<file path="src/rtl/dbg_auth_sel.sv">
module dbg_auth_sel #(
  parameter int AW   = 12,
  parameter int DW   = 32,
  parameter int NSIG = 4
) (
  input  logic            clk,
  input  logic            por_n,
  input  logic            req_valid,
  input  logic            req_write,
  input  logic [1:0]      req_size,
  input  logic [AW-1:0]   req_addr,
  input  logic [DW-1:0]   req_wdata,
  output logic [DW-1:0]   rdata,
  input  logic [NSIG-1:0] dbg_ext_in,
  input  logic [NSIG-1:0] sel_disable,
  output logic [NSIG-1:0] dbg_en_out
);
  localparam int SW = 2 * NSIG;
  localparam logic [AW-1:0] OFS_STAT = AW'(12'h000);
  localparam logic [AW-1:0] OFS_SET  = AW'(12'h004);
  localparam logic [AW-1:0] OFS_CLR  = AW'(12'h008);
  localparam logic [AW-1:0] OFS_SEC  = AW'(12'h00C);
  localparam int LOCK_BIT = 2;

  logic [NSIG-1:0] val_q, sel_q, sel_eff;
  logic [NSIG-1:0] w_val, w_sel;
  logic [SW-1:0]   stat;
  logic            lock_q;

  wire wr_ok  = req_valid && req_write && (req_size == 2'd2);
  wire wr_set = wr_ok && (req_addr == OFS_SET) && !lock_q;
  wire wr_clr = wr_ok && (req_addr == OFS_CLR) && !lock_q;
  wire wr_sec = wr_ok && (req_addr == OFS_SEC);

  for (genvar i = 0; i < NSIG; i++) begin : g_sig
    assign w_val[i]     = req_wdata[2*i];
    assign w_sel[i]     = req_wdata[2*i+1];
    assign stat[2*i]    = dbg_en_out[i];
    assign stat[2*i+1]  = sel_eff[i];
  end

  assign sel_eff    = sel_q & ~sel_disable;
  assign dbg_en_out = (sel_eff & val_q) | (~sel_eff & dbg_ext_in);

  always_ff @(posedge clk or negedge por_n) begin
    if (!por_n) begin
      val_q  <= '0;
      sel_q  <= '0;
      lock_q <= 1'b0;
    end else begin
      val_q  <= (val_q | (wr_set ? w_val : '0)) & ~(wr_clr ? w_val : '0);
      sel_q  <= (sel_q | (wr_set ? w_sel : '0)) & ~(wr_clr ? w_sel : '0);
      if (wr_sec && req_wdata[LOCK_BIT]) lock_q <= 1'b1;
    end
  end

  always_comb begin
    rdata = '0;
    if (req_addr == OFS_STAT) rdata = {{(DW-SW){1'b0}}, stat};
    else if (req_addr == OFS_SEC) rdata[LOCK_BIT] = lock_q;
  end
endmodule

</file>
<file path="config.mk">
export PLATFORM = sky130hd
export DESIGN_NAME = dbg_auth_sel
export DESIGN_NICKNAME = d
export VERILOG_FILES = /design/src/rtl/dbg_auth_sel.sv
export SDC_FILE = /design/constraint.sdc
export NUM_CORES = 1
export LEC_CHECK = 0
export BUFFER_PORTS_ARGS = -buffer_cell sky130_fd_sc_hd__buf_2
export CORE_AREA = 2 2 55 57
export DETAILED_ROUTE_END_ITERATION = 12
export DIE_AREA = 0 0 57 59
export PLACE_DENSITY = 0.73
export SKIP_LAST_GASP = 1
export SLEW_MARGIN = 5
export SYNTH_ARGS = -nofsm -noshare
export SYNTH_HDL_FRONTEND = slang
export SYNTH_SLANG_ARGS = --single-unit
</file>
<file path="constraint.sdc">
create_clock -name clk -period 1.5 [get_ports clk]
set_clock_uncertainty 0.15 [all_clocks]
set_input_delay 0.15 -clock clk [delete_from_list [all_inputs] [get_ports clk]]
set_output_delay 0.15 -clock clk [all_outputs]
set_load 0.005 [all_outputs]
</file>
### After elaboration in Yosys (flattened, before gate mapping)

Index checks and enable logic that the tools add are counted.

| storage, ports and cells | value |
|---|---|
| bits in latches | 0 |
| bits of input ports | 58 |
| memory bits (writable) | 0 |
| memories | 0 |
| bits in read-only memories | 0 |
| bits in registers | 9 |
| output and inout bits | 36 |

| cells by class | value |
|---|---|
| magnitude comparators | 0 |
| multiply operators | 0 |
| divide/modulo/power cells | 0 |
| multiplexer cells | 8 |
| add/subtract/negate cells | 0 |
| eq/ne operators | 4 |
| shifts and indexed selects | 0 |
| reductions and logical operators | 10 |
| bitwise gates (word level) | 12 |

Operators by type and width:

| operator | number |
|---|---|
| 12-bit by 4-bit equality test with 1-bit output, second input constant | 2 |
| 4-bit AND | 5 |
| 4-bit 2-to-1 mux | 4 |
| 4-bit NOT | 4 |
| 12-bit by 3-bit equality test with 1-bit output, second input constant | 1 |
| 12-bit zero test | 1 |
| 4-bit bitwise OR | 3 |
| 1-bit logical AND | 8 |
| 5-bit 2-to-1 mux | 1 |
| 2-bit equality test, second input constant | 1 |
| 1-bit 2-to-1 mux | 2 |
| 2-bit 2-to-1 mux | 1 |
| 1-bit zero test | 1 |

### Depth between registers and ports, before layout

| depth | value |
|---|---|
| depth after elaboration | 7 |
| mapped depth | 5 |

### Worst setup path before layout

OpenSTA, ideal clock, no wires.

| timing path | value |
|---|---|
| kind | input-to-reg |
| start | input req_addr[7] |
| end | register sel_q[0] |
| path slack | -0.227 ns |
| stages | 5 |
| arrival | 1.452 ns |
| required time | 1.225 ns |
| cells stage by stage | or4_4 -> nor4_4 -> and4b_1 -> buf_6 -> a21oi_1 |

| on the way | value |
|---|---|
| cells in the longest elaborated chain, start to end | 6 |
| elaborated cells between the ends (all ways) | 11 |

RTL lines:

| element | RTL line | source |
|---|---|---|
| start: declaration | 11 | `input logic [AW-1:0] req_addr,` |
| 12-bit by 3-bit equality test with 1-bit output or 12-bit by 4-bit equality test with 1-bit output (tied branches) | 31, 32 |  |
| 1-bit logical AND (on tied branches) (2 in a row) | 31, 32 |  |
| 4-bit 2-to-1 mux | 52 | `sel_q <= (sel_q \| (wr_set ? w_sel : '0)) & ~(wr_clr ? w_sel : '0);` |
| 4-bit bitwise OR or 4-bit NOT (tied branches) | 52 |  |
| 4-bit AND (*) | 52 |  |
| end signal: assignment | 52 |  |
| end: declaration | 25 | `logic [NSIG-1:0] val_q, sel_q, sel_eff;` |

Every way passes the cells marked *; elsewhere a longest branch is shown, timed or not.
A chain may end at the register's enable or synchronous reset.

### Final worst setup path

| timing path | value |
|---|---|
| start | input req_addr[7] |
| end | output rdata[5] |

| on the way | value |
|---|---|
| cells in the longest elaborated chain, start to end | 2 |

RTL lines:

| element | RTL line | source |
|---|---|---|
| 12-bit zero test | 59 | `if (req_addr == OFS_STAT) rdata = {{(DW-SW){1'b0}}, stat};` |
| 5-bit 2-to-1 mux | 59 |  |
| end: declaration | 13 | `output logic [DW-1:0] rdata,` |

No other way between the ends.

==> results.md <==
- DRT antenna net count: 0
- Die area: 3363 µm²
- Post-synth top flop: dfrtp_1
- Max_slew headroom: 54.28%
- Final Cycle Share: 117.9%
- CP Buf/Inv Count: 3
- Max-Cap Viols: 0
- Synth Instances: 83
- Final instance count without filler cells: 183
- CP delay by family, top: simple AND/OR/NAND/NOR gates
- # port buffers: 45
- Number of global-route vias before repair: 745
- DR DRC count: 0
- N_diodes: 0
- Num CTS Buffers: 3
- Crit path DAT: 1.47 ns
- WP data required: 1.20 ns
- Clock-pin transition on the worst setup and hold timing paths: 0.06 ns
- Total grt overflow: 0
- Synthesized area: 763.2 µm²
- Max Slew Vio Count: 0
- CP Capture Type: output port
- Leak: 0.6707 nW
- Post-Route WL: 2348 µm
- Inst Count DP: 160
- Detail Placement HPWL: 1606 µm
- Vias: 834
- Slowest cell on the critical path: or4_4
- Critical path peak fanout: 7
- Clk buf depth: 2
- DRT Pass-1 Iters: 4
- Max incr delay on CP: 0.53 ns
- Post-DP Area: 963.4 µm²
- Startpoint type of the worst setup path: input port
- RSZ-0062 raised after global routing: yes
- Post-synth ARST share: 100.0%
- Power Density: 451.5 nW/µm²
- Pint: 417.9 µW
- Distinct cells, synth: 22
- Most frequent cells in the layout: buf_2 (41), conb_1 (24), buf_4 (12), dlygate4sd3_1 (9), dfrtp_1 (9)
- Fraction of layout cells with a size suffix above 1: 55.92%
- Sequential power share: 42.7%
- Status: complete, but fails checks
- Placeable Area: 2710 µm²
- Worst-margin pin slew: 0.6844 ns
- Antenna violations before repair: 0
- Final setup margin: -0.2690 ns
- Vias/cell: 4.557
- Setup TNS: -3.174 ns
- First-pass GRT wire length: 3422 µm
- Die height: 59 µm
- Largest net degree at the start of global routing: 10
- CTS Root Cell: clkbuf_4
- Fmax: 565.3 MHz
- CTS tree: done
- Final setup viols: 17
- Maximum vdd ir drop: 0.4128 mV
- Layout area overhead: 64.92%
- Final Hold Vio Count: 0
- Post-route cell area: 1259 µm²
- Worst hold path type: in2async
- Switching Fraction: 26.46%
- P_sw: 150.4 µW
- Violations in the final reports: setup timing
- Reg2reg setup slack: 0.24 ns
- R2R depth: 4
- # rows: 19
- Later-pin clock latency in the skew report: 0.26 ns
- RR Startpoint: lock_q$_DFFE_PN0P_
- # IOs: 94
- CP dominant cell by count: buf_6
- Comb pwr share: 24.2%
- Tmin final: 1.769 ns
- DR iter-0 viols: 22
- Seq/Total Area, Yosys: 29.51%
- Overall Global Routing Usage: 13.19%
- CP Cell Sequence: buf_6, or4_4, nor4_4, buf_6, nand2_4, nor2_2, buf_2
- Critical path class: in2out
- Commonest non-fill, non-tap cell in the layout: buf_2
- DR WL/cell: 12.83 µm
- Yosys Warn Count: 0
- Yosys reg bits: 9
- EDFF count, synth: 0
- Fill cells: 260
- Global placer's final weighted congestion: 0.7051
- Finished Core Util: 46.45%
- Die span in x: 57 µm
- Clk sinks: 9
- Synth Area per Inst: 9.196 µm²
- Hold_ws: 0.1219 ns
- Nets@finish: 211
- Clock share of power: 33.0%
- Initial core utilization: 28.16%
- H-tree levels: 1
- R2R Path End: val_q[3]$_DFF_PN0_
-- cells in the mapped netlist (2+ instances only) --
cell | instances | share of area, %
mux2_2 | 4 | 5.9
nand2b_1 | 3 | 2.5
nand3_1 | 2 | 1.3
and3_1 | 4 | 3.3
buf_4 | 24 | 24
nand2_1 | 2 | 0.98
buf_6 | 2 | 3.0
a21oi_1 | 8 | 5.2
a41oi_1 | 8 | 9.2
dfrtp_1 | 9 | 30
nor2b_1 | 2 | 1.6
nor2_1 | 5 | 2.5
-- per-layer routing --
layer | global-route usage [%] | vias to the layer above | part of all wire [%]
met5 | 0 | - | 0
met4 | 2.990 | 0 | 0
met3 | 2.402 | 0 | 9.1
met2 | 23.15 | 56 | 48
met1 | 16.96 | 385 | 43
li1 | - | 393 | -
-- area by class of cell --
class | instances | area, µm² | share of cell area, %
multi-input cells | 70 | 504.2 | 40.06
repair buffers | 69 | 464.2 | 36.88
flip-flops and latches | 9 | 225.2 | 17.89
well taps | 31 | 38.79 | 3.082
clock buffers | 4 | 26.28 | 2.087
-- metrics by stage --
stage	worst slack, ns	total power [mW]
2_1_floorplan	-0.2267	0.3277
3_3_place_gp	-0.3401	0.3456
3_5_place_dp	-0.3437	0.3475
4_1_cts	-0.2610	0.5663
5_1_grt	-0.3330	0.6061
6_report	-0.2690	0.5683
-- worst max path at each step --
stage	slack, ns	start	depth (start not counted)	end
final	-0.27	req_addr[7]	7	rdata[5]
after detailed placement	-0.34	req_addr[7]	7	rdata[5]
after global placement	-0.34	req_addr[7]	6	rdata[0]
after global routing	-0.33	req_addr[7]	7	rdata[3]
after CTS	-0.26	req_addr[7]	7	rdata[5]
after floorplan	-0.23	req_addr[7]	5	sel_q[0]$_DFF_PN0_
-- what timing repair did --
item	in CTS	in global routing
buffers inserted	9	1
pin swaps	5	3
cloned	1	0
resized for setup	15	8
setup endpoints to repair	17	20
endpoints found under the hold margin	17	0
hold buffers	9	0
-- power groups by stage --
stage / combinational (mW) / clock [mW] / sequential (mW)
finish: 0.138 / 0.188 / 0.243
global route: 0.148 / 0.215 / 0.243
CTS: 0.128 / 0.196 / 0.243
detailed placement: 0.100 / 0 / 0.247
global placement: 0.0981 / 0 / 0.247
floorplan: 0.0802 / 0 / 0.248
-- logic make-up (layout without fill, tap and decap cells) --
group | Yosys count | count (layout) | share of synthesized area, %
buffers and inverters | 27 | 73 | 27.05
AND/OR/NAND/NOR | 24 | 24 | 20.66
AO/OA/AOI/OAI | 18 | 18 | 16.39
flip-flops | 9 | 9 | 29.51
multiplexers | 4 | 4 | 5.901
other | 1 | 24 | 0.4913
-- flip-flops by register name, summed over array words and instances (netlist names) --
name,flops
sel_q,4
val_q,4
lock_q,1
(Power assumes the default switching activity.)
